File: src/rtl/bdu_core.sv
module bdu_core #(
  parameter int AW    = 16,
  parameter int DW    = 8,
  parameter int DEPTH = 8,
  parameter int LW    = 3
) (
  input  logic          clk,
  input  logic          rst_n,
  input  logic          valid_i,
  input  logic [3:0]    op_i,
  input  logic [DW-1:0] acc_i,
  input  logic          bit_i,
  input  logic [DW-1:0] reg_i,
  input  logic [DW-1:0] imm_i,
  input  logic          rel_i,
  input  logic [AW-1:0] tgt_i,
  input  logic [AW-1:0] pc_i,
  input  logic [LW-1:0] len_i,
  output logic          valid_o,
  output logic          taken_o,
  output logic [AW-1:0] npc_o,
  output logic          wb_en_o,
  output logic [DW-1:0] wb_o,
  output logic          cy_en_o,
  output logic          cy_o,
  output logic          err_o
);
  localparam int SPW = $clog2(DEPTH + 1);
  localparam int IW  = (DEPTH > 1) ? $clog2(DEPTH) : 1;
  localparam logic [3:0] C_JMP = 4'd0, C_JZ = 4'd1, C_JNZ = 4'd2, C_JB = 4'd3,
                         C_JNB = 4'd4, C_DJNZ = 4'd5, C_CJNE = 4'd6,
                         C_CALL = 4'd7, C_RET = 4'd8;

  logic [AW-1:0] stk [DEPTH];
  logic [SPW-1:0] sp;

  logic [AW-1:0] seq, dest, top, npc_n;
  logic [DW-1:0] dec;
  logic [IW-1:0] wr_idx, rd_idx;
  logic full, empty, take, wbe, cye, cyv, push, pop, fault;

  assign seq    = pc_i + AW'(len_i);
  assign dest   = rel_i ? seq + {{(AW-DW){tgt_i[DW-1]}}, tgt_i[DW-1:0]} : tgt_i;
  assign dec    = reg_i - 1'b1;
  assign full   = (sp == SPW'(DEPTH));
  assign empty  = (sp == '0);
  assign wr_idx = IW'(sp);
  assign rd_idx = IW'(sp - 1'b1);
  assign top    = stk[rd_idx];

  always_comb begin
    take = 1'b0; wbe = 1'b0; cye = 1'b0; cyv = 1'b0;
    push = 1'b0; pop = 1'b0; fault = 1'b0;
    unique case (op_i)
      C_JMP:  take = 1'b1;
      C_JZ:   take = (acc_i == '0);
      C_JNZ:  take = (acc_i != '0);
      C_JB:   take = bit_i;
      C_JNB:  take = !bit_i;
      C_DJNZ: begin wbe = 1'b1; take = (dec != '0); end
      C_CJNE: begin cye = 1'b1; cyv = (reg_i < imm_i); take = (reg_i != imm_i); end
      C_CALL: begin take = 1'b1; push = !full; fault = full; end
      C_RET:  begin take = !empty; pop = !empty; fault = empty; end
      default: ;
    endcase
  end

  assign npc_n = !take ? seq : (op_i == C_RET) ? top : dest;

  always_ff @(posedge clk or negedge rst_n) begin
    if (!rst_n) begin
      valid_o <= 1'b0; taken_o <= 1'b0; npc_o <= '0;
      wb_en_o <= 1'b0; wb_o <= '0; cy_en_o <= 1'b0; cy_o <= 1'b0;
      err_o <= 1'b0; sp <= '0;
    end else begin
      valid_o <= valid_i;
      taken_o <= valid_i && take;
      npc_o   <= valid_i ? npc_n : npc_o;
      wb_en_o <= valid_i && wbe;
      wb_o    <= (valid_i && wbe) ? dec : '0;
      cy_en_o <= valid_i && cye;
      cy_o    <= valid_i && cyv;
      if (valid_i && fault) err_o <= 1'b1;
      if (valid_i && push) sp <= sp + 1'b1;
      else if (valid_i && pop) sp <= sp - 1'b1;
    end
  end

  always_ff @(posedge clk) begin
    if (valid_i && push) stk[wr_idx] <= seq;
  end
endmodule


File: config.mk
export PLATFORM = sky130hd
export DESIGN_NAME = bdu_core
export DESIGN_NICKNAME = d
export VERILOG_FILES = /design/src/rtl/bdu_core.sv
export SDC_FILE = /design/constraint.sdc
export NUM_CORES = 1
export LEC_CHECK = 0
export ABC_AREA = 1
export BUFFER_PORTS_ARGS = -buffer_cell sky130_fd_sc_hd__buf_2
export CORE_ASPECT_RATIO = 1.2
export CORE_UTILIZATION = 35
export DETAILED_ROUTE_END_ITERATION = 10
export GPL_ROUTABILITY_DRIVEN = 0
export PLACE_DENSITY = 0.53
export REMOVE_ABC_BUFFERS = 1
export SLEW_MARGIN = 0
export SYNTH_ARGS = -nofsm -noshare
export SYNTH_HDL_FRONTEND = slang
export SYNTH_SLANG_ARGS = --single-unit
export TNS_END_PERCENT = 30
File: constraint.sdc
create_clock -name clk -period 7.6 [get_ports clk]
set_clock_uncertainty 0.1 [all_clocks]
set_input_delay 0.76 -clock clk [delete_from_list [all_inputs] [get_ports clk]]
set_output_delay 0.76 -clock clk [all_outputs]
set_load 0.02 [all_outputs]
======== Yosys cells after proc, flatten, opt, wreduce, memory -nomap -nowiden ========
Memory sizes are Yosys's and may differ from the RTL's.
Index checks and enable logic that the tools add are counted.
cells by class
  add/subtract/negate cells ............... 5
  magnitude comparators ................... 1
  equality and inequality tests ........... 10
  mux-type cells .......................... 15
  reductions and logical operators ........ 17
operators with widths
  cell                                                                 count
  16-bit 2-to-1 mux                                                    3
  16-bit adder                                                         1
  16-bit by 3-bit adder with 16-bit output                             1
  4-bit by 3-bit == test with 1-bit output (second input constant)     4
  8-bit nonzero test                                                   2
  4-bit by 2-bit == test with 1-bit output (second input constant)     2
  4-bit == test (second input constant)                                2
  4-bit zero test                                                      2
  8-bit zero test                                                      1
  8-bit < comparator                                                   1
  4-bit 2-to-1 mux                                                     2
  8-bit 2-to-1 mux                                                     1
  8-bit != test                                                        1
  1-bit case mux with 8 select lines                                   1
  8-bit by 1-bit subtractor with 8-bit output (second input constant)  1
  1-bit logical AND                                                    7
  1-bit 2-to-1 mux                                                     7
  4-bit by 1-bit adder with 4-bit output (second input constant)       1
  4-bit by 1-bit == test with 1-bit output (second input constant)     1
  4-bit by 1-bit subtractor with 4-bit output (second input constant)  1
  1-bit zero test                                                      3
  1-bit case mux with 2 select lines                                   1
  2-bit nonzero test                                                   1
  2-bit OR reduction                                                   1
storage, ports and cells
  register bits ........................... 34
  bits in writable memories ............... 128
  output and inout bits ................... 30
  word-level logic and storage cells ...... 58
  memories ................................ 1
memories
  name  depth  width  rd ports  clocked after memory_dff  wr ports  RTL line  source
  stk   8      16     1         0                         1         34        logic [AW-1:0] stk [DEPTH];

======== Logic depth before layout (Yosys ltp) ========
  depth after elaboration ................. 6
  depth in mapped cells ................... 25
  gate-level depth less buffers ........... 25

======== Least setup slack after synthesis ========
Ideal clock, no wire load.
  path kind ............................... input to register
  start ................................... input pc_i[0]
  end ..................................... register npc_o[13]
  library setup time ...................... 0.116 ns
  data arrival time ....................... 3.231 ns
  data required time ...................... 7.384 ns
  path slack .............................. 4.153 ns
  stages on the path ...................... 24
  buffers on the path ..................... 0
  cell sequence ........................... ha_1 inv_1 fa_1 inv_1 nand2_1 nand2_1 nand2_1 inv_1 nand2_1 xor2_1 inv_1 ha_1 nand2_1 inv_1 a21oi_1 nor2_1 nor2_1 nand2_1 nand2_1 nand2_1 o21ai_0 nand3_1 nand2_1 nand2_1
on the way
  word-level cells in the longest chain between the ends .. 5
RTL lines
  item                                      RTL line  source
  start: declaration                        17        input logic [AW-1:0] pc_i,
  16-bit by 3-bit adder with 16-bit output  42        assign seq = pc_i + AW'(len_i);
  via seq[8]                                37        logic [AW-1:0] seq, dest, top, npc_n;
  16-bit adder                              43        assign dest = rel_i ? seq + {{(AW-DW){tgt_i[DW-1]}}, tgt_i[DW-1:0]} : tgt_i;
  16-bit 2-to-1 mux                         43
  16-bit 2-to-1 mux (2 in series)           68        assign npc_n = !take ? seq : (op_i == C_RET) ? top : dest;
  end signal: assignment                    78        npc_o <= valid_i ? npc_n : npc_o;
  end: declaration                          21        output logic [AW-1:0] npc_o,
The timed path passes the listed nets, and every way through them passes these cells.
A chain may end at the register's enable or synchronous reset.

======== Worst setup path in the final report ========
Same ends and word-level chain as after synthesis.

==> impl_metrics.csv <==
group,metric,value,unit
clock_tree,post-cts-setup-buffers,0,
die,ios,98,
clock_tree,tritoncts,"built",
detailed_routing,drtPass1Iterations,4,
yosys,synth_top_family_by_area,"simple AND/OR/NAND/NOR gates",
pwr,sw_power,1.07,mW
timing,report.final.slew_viol_count,0,
yosys,synth_area_in_adders,4.87,%
outcome,status,"completed",
pwr,total_leakage_power,4.38,nW
timing,setup-tns-final,0,ns
place,dp_cells,1379,
final_layout,final_cell_mix,"nand2_1, nor2_1, edfxtp_1",
pwr,clkPwrFrac,29.6,%
yosys,synth_mux_area_share,0.683,%
timing,layout_worst_path_cycle_share,48.3,%
global_route,grt_pass1_wl,37800,um
place,numPortBuffers,97,
clock_tree,clk_pin_slew,0.06,ns
die,dieArea,25800,um^2
yosys,synth-main-ff-cell,"edfxtp_1",
yosys,post_synth_and_or_nand_nor_area_fraction,22.2,%
timing,relSlewSlack,38.5,%
yosys,post_synth_xor_area_fraction,2.09,%
global_route,globalRoute.busiestLayer,"met2",
yosys,syn_avg_cell_area,8.97,um^2
die,die_width,147,um
detailed_routing,wl,23900,um
worst_setup_path,cp_common_cell,"nand2_1",
final_layout,nNetsFinal,1174,
detailed_routing,drt.antenna.violating_nets,0,
pwr,pwr-share-seq,35.8,%
clock_tree,quantity_of_gates_resized_following_cts,0,
worst_setup_path,critPathMaxStageDelay,0.64,ns
die,design.core.area,24700,um^2
final_layout,area_growth_syn_to_layout,15.9,%
final_layout,num_antenna_cells,0,
timing,timing_worst_slew_pin_value,0.922,ns
yosys,syn-cell-area,8790,um^2
yosys,complex_gate_fraction_of_the_synthesized_area,10.6,%
pwr,ir_drop,0.000157,V
worst_setup_path,r2r_start,"sp[0]$_DFFE_PN0P_",
flow_run,timing.max_cap.violations,0,
pwr,switching_share,36.8,%
yosys,synth_enable_flop_cells,128,
global_route,grt_pass1_vias,6905,
timing,setup-violations-final,0,
worst_setup_path,setup.worst_path.class,"input port to flip-flop",
die,placementRows,63,
yosys,count_of_different_cell_masters_after_synthesis,44,
timing,timing.hold.ws,0.359,ns
worst_setup_path,worstPathCellList,"buf_2 > ha_1 > inv_1 > fa_1 > inv_1 > nand2_1 > nand2_1 > nand2_1 > inv_1 > nand3_1 > xnor2_1 > ha_1 > a21oi_1 > o21bai_1 > nor2_1 > nand2_1 > nand2_1 > nand2_1 > o21ai_0 > nand3_1 > nand2_1 > nand2_1",
global_route,maximum_number_of_pins_on_one_net_before_global_route_repair,61,
final_layout,layout.cells.most_common,"nand2_1",
min_path,hold-path-cell-count,1,
worst_setup_path,endpoint_kind,"flip-flop",
pwr,share_comb_of_total_power,34.6,%
worst_setup_path,rrSetupSlack,4.68,ns
yosys,post_synth_main_area_contributors,"edfxtp_1, dfrtp_1, nand2_1",
global_route,grt_overflow,0,
detailed_routing,vias,6956,
clock_tree,cts_made_buffers,17,
yosys,async_reset_ff_share,21.0,%
yosys,synth_seq_cells,162,
detailed_routing,initialDrtViolationCount,521,
yosys,synth.yosys.seq_area_share,53.4,%
worst_setup_path,worstPathRequired,7.82,ns
die,floorplan.die.height,176,um
timing,rsz_0062_raised_after_global_routing,"false",
min_path,min_delay_worst_type,"flip-flop to flip-flop",
clock_tree,clkSinkCount,162,
worst_setup_path,worst-endpoint-arrival,3.89,ns
global_route,antenna_found_initial,0,
worst_setup_path,worst_path_max_delay_cell,"xnor2_1",
worst_setup_path,r2r_cells,10,
yosys,ys_warn_count,0,
detailed_routing,drt-vias-per-instance,4.93,
clock_tree,h-tree-depth,4,
yosys,synth.largest_area_cell,"edfxtp_1",
timing,fmaxAchievable,272,MHz
global_route,globalRouteMet3Util,3.12,%
global_route,grt_use_total,19.3,%
timing,hold_viol,0,
global_route,global_route.usage.met2,34.2,%
place,hpwlAfterDp,16200,um
yosys,synthCells,981,
worst_setup_path,critPathLaunchType,"input port",
detailed_routing,routed_wire_per_std_cell,17.0,um
pwr,cellInternalPower,1.84,mW
final_layout,instances_no_fill,1411,
min_path,hold_start,"err_o$_DFFE_PN0P_",
clock_tree,insertion_delay,0.43,ns
worst_setup_path,crit_fanout,10,
clock_tree,cts_hold_repair.buffers,0,
global_route,grt.met1_usage,23.6,%
worst_setup_path,regToRegEndpoint,"npc_o[11]$_DFFE_PN0P_",
min_path,hold_path_end,"err_o$_DFFE_PN0P_",
yosys,yosysTopAreaCellShare,43.7,%
clock_tree,cts.path.max_buffers,2,
pwr,power.density,285,nW/um^2
final_layout,n_fill_cell,2428,
clock_tree,clock_tree.root_cell,"clkbuf_16",
timing,post-route-min-period,3.67,ns
final_layout,drive_above_1_share,15.4,%
detailed_routing,post_route_drc,0,
die,initial_core_util,35.6,%
worst max path at each step:
stage	from	endpoint	slack, ns	depth (start not counted)
after floorplan	sp[0]$_DFFE_PN0P_	stk[3][0]$_DFFE_PP_	3.00	9
after global placement	pc_i[0]	npc_o[13]$_DFFE_PN0P_	3.53	24
after detailed placement	pc_i[0]	npc_o[13]$_DFFE_PN0P_	3.52	24
after CTS	pc_i[0]	npc_o[11]$_DFFE_PN0P_	3.97	24
after global routing	pc_i[0]	npc_o[13]$_DFFE_PN0P_	3.53	24
final	pc_i[0]	npc_o[13]$_DFFE_PN0P_	3.93	22
cell type report:
type | count | area, um^2 | area share [%]
timing repair buffer | 109 | 576 | 5.64
tap | 325 | 407 | 3.99
sequential | 162 | 4700 | 46.1
multi-input combinational | 688 | 3570 | 35.0
clock inverter | 13 | 158 | 1.55
inverter | 95 | 357 | 3.50
clock buffer | 19 | 433 | 4.25
critical path: cells and delay by family:
family	cells	cell delay, ns
AO/OA/AOI/OAI	3	0.46
XOR/XNOR	1	0.64
adder cells (fa/ha/maj)	3	0.95
buffers and inverters	4	0.30
AND/OR/NAND/NOR	11	0.78
Yosys cell counts (7+ instances only):
master	instances
nand3_1	64
clkbuf_1	14
inv_1	90
buf_4	7
buf_2	12
a21oi_1	29
xor2_1	7
nor2_1	171
o211ai_1	19
ha_1	31
o21ai_0	89
edfxtp_1	128
nand2_1	194
xnor2_1	9
nand4_1	11
dfrtp_1	34
power by group through the flow:
stage                     logic, mW  clock network, mW  registers [mW]
after detailed placement       1.02                  0            1.06
after CTS                      1.03              0.874            1.04
after global placement         1.01                  0            1.06
after floorplan               0.637                  0            1.10
final                          1.01              0.863            1.04
after global routing           1.16              0.907            1.05
registers in the layout, summed over array words and instances (netlist names):
| name | count |
|---|---|
| stk | 128 |
| wb_en_o | 1 |
| taken_o | 1 |
| valid_o | 1 |
| wb_o | 8 |
| cy_o | 1 |
| sp | 4 |
| cy_en_o | 1 |
| npc_o | 16 |
| err_o | 1 |
metal layers:
layer / wire [um] / vias up / share of wire [%]
met5: 0 / - / 0
met4: 516 / 0 / 2.2
met3: 966 / 29 / 4.0
met2: 12100 / 148 / 51
met1: 10300 / 3287 / 43
li1: - / 3492 / -
logic make-up after synthesis:
| kind of cell | Yosys count |
|---|---|
| AND/OR/NAND/NOR | 466 |
| AO/OA/AOI/OAI | 165 |
| flip-flops | 162 |
| buffers and inverters | 131 |
| adder cells (fa/ha/maj) | 33 |
| XOR/XNOR | 18 |
| multiplexers | 6 |
metrics by stage:
stage | utilization (%) | setup WS, ns | cell area (um^2) | power, mW
floorplan | - | 3.00 | 8600 | 1.73
global placement | 38.9 | 3.53 | 9610 | 2.07
detailed placement | 38.9 | 3.52 | 9610 | 2.08
CTS | 41.3 | 3.97 | 10200 | 2.94
global route | 41.3 | 3.53 | 10200 | 3.11
finish | 41.3 | 3.93 | 10200 | 2.91
Note: power is estimated with default switching activity, not from simulation.
